===== src/rtl/zio_pkg.sv =====
package zio_pkg;
    typedef enum logic [1:0] {
        S_IDLE  = 2'd0,
        S_READ  = 2'd1,
        S_WRITE = 2'd2
    } zio_state_e;

    localparam int unsigned ZIO_ADDR_W   = 16;
    localparam int unsigned ZIO_DATA_W   = 8;
    localparam logic [15:0] ZIO_PORT_AD  = 16'h407B;
    localparam logic [15:0] ZIO_WIN_BASE = 16'h2000;
    localparam int unsigned ZIO_WIN_BITS = 13;
endpackage


===== src/rtl/zio_decode.sv =====
module zio_decode #(
    parameter int unsigned ADDR_W   = zio_pkg::ZIO_ADDR_W,
    parameter logic [ADDR_W-1:0] PORT_AD  = zio_pkg::ZIO_PORT_AD,
    parameter logic [ADDR_W-1:0] WIN_BASE = zio_pkg::ZIO_WIN_BASE,
    parameter int unsigned WIN_BITS = zio_pkg::ZIO_WIN_BITS,
    parameter bit HAS_WIDE = 1'b1
) (
    input  logic [ADDR_W-1:0] addr,
    input  logic              wide_mode,
    input  logic              mreq_n,
    input  logic              iorq_n,
    input  logic              rfsh_n,
    output logic              hit
);
    localparam int unsigned TAG_W = ADDR_W - WIN_BITS;

    logic qual;
    logic hit_narrow;
    logic hit_wide;

    // Only plain memory cycles qualify: no refresh, no I/O port access.
    assign qual       = !mreq_n && iorq_n && rfsh_n;
    assign hit_narrow = (addr == PORT_AD);

    generate
        if (HAS_WIDE) begin : g_wide
            assign hit_wide = (addr[ADDR_W-1:WIN_BITS] == WIN_BASE[ADDR_W-1:WIN_BITS]);
        end else begin : g_narrow_only
            assign hit_wide = 1'b0;
        end
    endgenerate

    assign hit = qual && (wide_mode ? hit_wide : hit_narrow);

    // Unused low bits of the window base only set the window alignment.
    logic [TAG_W-1:0] unused_tag;
    assign unused_tag = '0;
endmodule


===== src/rtl/zio_ctrl.sv =====
module zio_ctrl
    import zio_pkg::*;
(
    input  logic clk,
    input  logic rst_n,
    input  logic hit,
    input  logic rd_n,
    input  logic wr_n,
    input  logic wide_mode,
    output logic capture,
    output logic commit,
    output logic oe,
    output logic ram_inh,
    output logic rom_inh
);
    zio_state_e state_q, state_d;
    logic       mode_q, mode_d;

    // Next-state logic with named transitions.
    always_comb begin
        state_d = state_q;
        mode_d  = mode_q;
        unique case (state_q)
            S_IDLE: begin
                if (hit && !rd_n) begin          // GO_RD
                    state_d = S_READ;
                    mode_d  = wide_mode;
                end else if (hit && !wr_n) begin // GO_WR
                    state_d = S_WRITE;
                    mode_d  = wide_mode;
                end
            end
            S_READ: begin
                if (!hit || rd_n) state_d = S_IDLE;   // RD_DONE
            end
            S_WRITE: begin
                if (!hit)      state_d = S_IDLE;      // WR_ABORT
                else if (wr_n) state_d = S_IDLE;      // WR_COMMIT
            end
            default: state_d = S_IDLE;
        endcase
    end

    always_ff @(posedge clk or negedge rst_n) begin
        if (!rst_n) begin
            state_q <= S_IDLE;
            mode_q  <= 1'b0;
        end else begin
            state_q <= state_d;
            mode_q  <= mode_d;
        end
    end

    // Output decode.
    always_comb begin
        capture = 1'b0;
        commit  = 1'b0;
        oe      = 1'b0;
        ram_inh = 1'b0;
        rom_inh = 1'b0;
        unique case (state_q)
            S_IDLE: begin
                capture = hit && !wr_n && rd_n;
            end
            S_READ: begin
                oe      = 1'b1;
                ram_inh = !mode_q;
                rom_inh = mode_q;
            end
            S_WRITE: begin
                capture = hit && !wr_n;
                commit  = hit && wr_n;
                rom_inh = mode_q;
            end
            default: ;
        endcase
    end

    a_r4_oe_needs_read: assert property (@(posedge clk) disable iff (!rst_n)
        $rose(oe) |-> $past(!rd_n && hit));
    a_r9_commit_only_on_hit: assert property (@(posedge clk) disable iff (!rst_n)
        commit |-> (hit && !$past(wr_n)));
endmodule


===== src/rtl/zio_latch.sv =====
module zio_latch #(
    parameter int unsigned DATA_W = zio_pkg::ZIO_DATA_W
) (
    input  logic              clk,
    input  logic              rst_n,
    input  logic              capture,
    input  logic              commit,
    input  logic [DATA_W-1:0] din,
    output logic [DATA_W-1:0] q
);
    logic [DATA_W-1:0] hold_q;

    always_ff @(posedge clk or negedge rst_n) begin
        if (!rst_n) begin
            hold_q <= '0;
            q      <= '0;
        end else begin
            if (capture) hold_q <= din;
            if (commit)  q      <= hold_q;
        end
    end

    a_r2_hold_without_commit: assert property (@(posedge clk) disable iff (!rst_n)
        !commit |=> $stable(q));
endmodule


===== src/rtl/zio_byte_port.sv =====
module zio_byte_port
    import zio_pkg::*;
#(
    parameter int unsigned ADDR_W = ZIO_ADDR_W,
    parameter int unsigned DATA_W = ZIO_DATA_W,
    parameter logic [ADDR_W-1:0] PORT_AD  = ZIO_PORT_AD,
    parameter logic [ADDR_W-1:0] WIN_BASE = ZIO_WIN_BASE,
    parameter int unsigned WIN_BITS = ZIO_WIN_BITS,
    parameter bit HAS_WIDE = 1'b1
) (
    input  logic              clk,
    input  logic              rst_n,
    input  logic              wide_mode,
    input  logic [ADDR_W-1:0] addr,
    input  logic [DATA_W-1:0] bus_din,
    input  logic              mreq_n,
    input  logic              iorq_n,
    input  logic              rd_n,
    input  logic              wr_n,
    input  logic              rfsh_n,
    input  logic [DATA_W-1:0] pins_in,
    output logic [DATA_W-1:0] bus_dout,
    output logic              bus_oe,
    output logic [DATA_W-1:0] pins_out,
    output logic              ram_inhibit,
    output logic              rom_inhibit
);
    logic hit;
    logic capture;
    logic commit;

    zio_decode #(
        .ADDR_W  (ADDR_W),
        .PORT_AD (PORT_AD),
        .WIN_BASE(WIN_BASE),
        .WIN_BITS(WIN_BITS),
        .HAS_WIDE(HAS_WIDE)
    ) u_decode (
        .addr     (addr),
        .wide_mode(wide_mode),
        .mreq_n   (mreq_n),
        .iorq_n   (iorq_n),
        .rfsh_n   (rfsh_n),
        .hit      (hit)
    );

    zio_ctrl u_ctrl (
        .clk      (clk),
        .rst_n    (rst_n),
        .hit      (hit),
        .rd_n     (rd_n),
        .wr_n     (wr_n),
        .wide_mode(wide_mode),
        .capture  (capture),
        .commit   (commit),
        .oe       (bus_oe),
        .ram_inh  (ram_inhibit),
        .rom_inh  (rom_inhibit)
    );

    zio_latch #(.DATA_W(DATA_W)) u_latch (
        .clk    (clk),
        .rst_n  (rst_n),
        .capture(capture),
        .commit (commit),
        .din    (bus_din),
        .q      (pins_out)
    );

    // Input pins reach the bus only while the drivers are enabled.
    assign bus_dout = bus_oe ? pins_in : '0;

    a_r6_refresh_drops_oe: assert property (@(posedge clk) disable iff (!rst_n)
        (!rfsh_n || !iorq_n || mreq_n) |=> !bus_oe);
    a_r5_ram_inh_with_oe: assert property (@(posedge clk) disable iff (!rst_n)
        ram_inhibit |-> (bus_oe && !rom_inhibit));
    a_r3_update_after_wr_rise: assert property (@(posedge clk) disable iff (!rst_n)
        !$stable(pins_out) |-> ($past(wr_n) && !$past(wr_n, 2)));
    a_r4_dout_quiet: assert property (@(posedge clk) disable iff (!rst_n)
        !bus_oe |-> (bus_dout == '0));
endmodule


===== config.mk =====
export PLATFORM = sky130hd
export DESIGN_NAME = zio_byte_port
export DESIGN_NICKNAME = d
export VERILOG_FILES = /design/src/rtl/zio_pkg.sv /design/src/rtl/zio_decode.sv /design/src/rtl/zio_ctrl.sv /design/src/rtl/zio_latch.sv /design/src/rtl/zio_byte_port.sv
export SDC_FILE = /design/constraint.sdc
export NUM_CORES = 1
export LEC_CHECK = 0
export ABC_AREA = 1
export BUFFER_PORTS_ARGS = -buffer_cell sky130_fd_sc_hd__buf_2
export CELL_PAD_IN_SITES_DETAIL_PLACEMENT = 1
export CELL_PAD_IN_SITES_GLOBAL_PLACEMENT = 1
export CORE_UTILIZATION = 32
export CTS_BUF_LIST = sky130_fd_sc_hd__clkbuf_16
export CTS_CLUSTER_DIAMETER = 200
export DETAILED_ROUTE_END_ITERATION = 10
export PLACE_DENSITY_LB_ADDON = 0.2
export SYNTH_ARGS = -nofsm -noshare
export SYNTH_HDL_FRONTEND = slang
export SYNTH_SLANG_ARGS = --single-unit

===== constraint.sdc =====
create_clock -name clk -period 2.7 [get_ports clk]
set_input_delay 0.27 -clock clk [delete_from_list [all_inputs] [get_ports clk]]
set_output_delay 0.27 -clock clk [all_outputs]
set_load 0.005 [all_outputs]

==> results.py <==
metrics = {
    "outcome": {
        "run_status": "finished, final reports clean",
    },
    "synth": {
        "synth_top_area_share": 0.438,
        "synth_top_family_by_area": "simple AND/OR/NAND/NOR gates",
        "synthArstFlopShare": 1.00,
        "synthMuxAreaShare": 0,
        "ys_ff_latch": 19,
        "synth_edf_count": 0,
        "yosysTopAreaCell": "dfrtp_1",
        "synth_area_sq_um": 1090,
        "ys_warn_count": 0,
        "synthCells": 148,
        "ys_types": 17,
        "synth_common_cells": "nand2_1 (59), inv_1 (23), dfrtp_1 (19), nand3_1 (12), nor2_1 (10)",
        "synth-simple-area-share": 0.388,
        "synth_fa_ha_area_frac": 0.0346,
        "synth_nets": 191,
        "synth_compound_area_frac": 0.0565,
        "synth_most_common_cell": "nand2_1",
        "ys_top_cells_by_area": "dfrtp_1 (44%), nand2_1 (20%), inv_1 (7.9%)",
        "synthFlopType": "dfrtp_1",
        "yosys.area_share.xor_xnor": 0,
        "ys_seq_area_frac": 0.438,
        "syn_avg_cell_area_sq_um": 7.34,
    },
    "grt": {
        "grt_first_pass_wirelength_um": 5090,
        "grt_overflow": 0,
        "grt_pass1_vias": 1210,
        "grt_max_degree": 20,
        "track_usage": 0.186,
        "antenna_found_initial": 0,
    },
    "worst_setup_path": {
        "crit_arrival_ns": 1.37,
        "crit_type": "register to primary output",
        "worstRegToRegCells": 10,
        "max_stage_delay_ns": 0.39,
        "required_ns": 2.43,
        "crit_top_cell": "inv_1",
        "cp-start-kind": "register",
        "cp_max_fo": 11,
        "critPathCaptureType": "primary output",
        "critical_path.cell_chain": "inv_1, ha_1, inv_1, nor2_1, buf_2",
        "cpMaxStageDelayCell": "dfrtp_1",
    },
    "route": {
        "post-route-drc-count": 0,
        "wl_met3_um": 144,
        "route.met2.wl_um": 1540,
        "post_drt_wl_per_cell_um": 11.5,
        "met1Wirelength_um": 1240,
        "vias": 1132,
        "via_per_inst": 4.46,
        "firstDrtPassIters": 4,
        "ant_nets": 0,
        "wl_um": 2930,
        "topRoutingLayerUsed": "met4",
        "drt_iter0_drc": 27,
    },
    "timing": {
        "max_slew.worst_pin.slew_ns": 0.408,
        "fmax_ghz": 0.610,
        "fin_worst_skew_ns": 0.00102,
        "period_minus_slack_ns": 1.64,
        "relSlewSlack": 0.728,
        "finalSetupViolCount": 0,
        "final_max_slew_viol_count": 0,
        "period_share": 0.607,
        "rsz0062_at_grt": "false",
        "fin_tns_setup_ns": 0,
        "setup_slack_ns": 1.06,
        "final-hold-violation-count": 0,
    },
    "floorplanning": {
        "rows": 20,
        "start_util": 0.347,
        "die_area_sq_um": 3630,
        "core_sq_um": 3130,
        "die_h_um": 60.3,
        "die_x_um": 60.3,
        "ioPinCount": 59,
    },
    "cts": {
        "ctsHtreeMaxLevel": 1,
        "cts_tree": "built",
        "cts_buffers": 3,
        "clock_sinks": 19,
        "path_clk_slew_ns": 0.05,
        "cts_resized": 0,
        "clk_path_buf_depth": 2,
        "clk_latency_ns": 0.25,
        "cts-root-buf": "clkbuf_16",
    },
    "place": {
        "io_buffers": 58,
        "place_area_sq_um": 1430,
        "dp_hpwl_um": 2400,
        "dp_worst_setup_slack_ns": 1.12,
        "routabilityCongestion": 0.863,
        "dp_cells": 249,
    },
    "cells_and_area": {
        "area_growth_pct": 39.6,
        "antenna_cells": 0,
        "num-nets-final": 254,
        "fin_area_sq_um": 1520,
        "layout-drive-gt1-share": 0.329,
        "instances_no_fill": 254,
        "utilization": 0.485,
    },
    "hold_path": {
        "worstHoldPathType": "input port to register",
        "min_delay_path_depth": 3,
    },
    "power_and_ir_drop": {
        "power_density_nw_per_um2": 587,
        "vdd_drop_max_v": 0.000531,
        "p_leak_uw": 0.000977,
    },
    "flow_run": {
        "maxCapViolations": 0,
    },
}
==> power breakdown <==
group          switching (uW)  leakage (uW)  internal (uW)  total [uW]
sequential               34.4      0.000258            334         368
combinational             128      0.000677           96.6         225
clock                     101     0.0000423            197         297
total                     263      0.000977            627         890
==> layout make-up <==
type / count / area [sq um]
tap: 44 / 55.1
clock buffer: 3 / 75.1
fill: 426 / 1610
sequential: 19 / 475
inverter: 23 / 86.3
timing repair buffer: 59 / 300
clock inverter: 1 / 3.75
multi-input combinational: 105 / 520
==> metrics by stage <==
step / hold slack, ns / total power [uW]
floorplan: -0.0256 / 493
global placement: 0.222 / 591
detailed placement: 0.231 / 600
CTS: 0.210 / 904
global route: 0.223 / 949
finish: 0.213 / 890
==> logic make-up after synthesis <==
family / Yosys count
simple gates: 92
buf+inv: 24
flops: 19
compound gates: 10
fa+ha+maj: 3
==> cell usage in the layout, fill, tap and decap left out, drive strengths merged <==
master,count
buf,58
dfrtp,19
a21oi,1
nand3,14
nand4,1
dlygate4sd3,1
ha,3
nand3b,3
inv,24
nand2,62
nor2,12
o21ai,9
clkbuf,3
==> layer usage <==
layer,global-route usage,vias up
met2,0.350,27
li1,-,575
met1,0.210,528
met4,0.0266,0
met3,0.0519,2
met5,0,-
==> registers in the layout (all words and copies together) (netlist names) <==
register        cells
u_ctrl.mode_q       1
u_ctrl.state_q      2
u_latch.hold_q      8
u_latch.q           8
==> path summary, 6_finish.rpt <==
check | from | slack (ns) | endpoint
setup reg to reg | u_ctrl.state_q[0]$_DFFE_PN0P_ | 1.21 | u_ctrl.state_q[0]$_DFFE_PN0P_
hold reg to reg | u_ctrl.state_q[1]$_DFFE_PN0P_ | 0.50 | u_ctrl.state_q[1]$_DFFE_PN0P_
max in group asynchronous | rst_n | 1.92 | u_ctrl.mode_q$_DFFE_PN0P_
hold / removal | bus_din[3] | 0.21 | u_latch.hold_q[3]$_DFFE_PN0P_
min in group asynchronous | rst_n | 0.49 | u_ctrl.state_q[0]$_DFFE_PN0P_
setup / recovery | u_ctrl.state_q[1]$_DFFE_PN0P_ | 1.06 | ram_inhibit
==> what timing repair did <==
action | CTS | global route
endpoints found under the hold margin | 19 | 0
hold buffers | 1 | 0
buffers inserted | 0 | 0
==> critical path, delay by kind of cell (launching register included) <==
kind / cells / cell delay (ns)
fa+ha+maj: 1 / 0.37
simple gates: 1 / 0.08
buf+inv: 3 / 0.27
flops: 1 / 0.39
(Power assumes the default switching activity.)
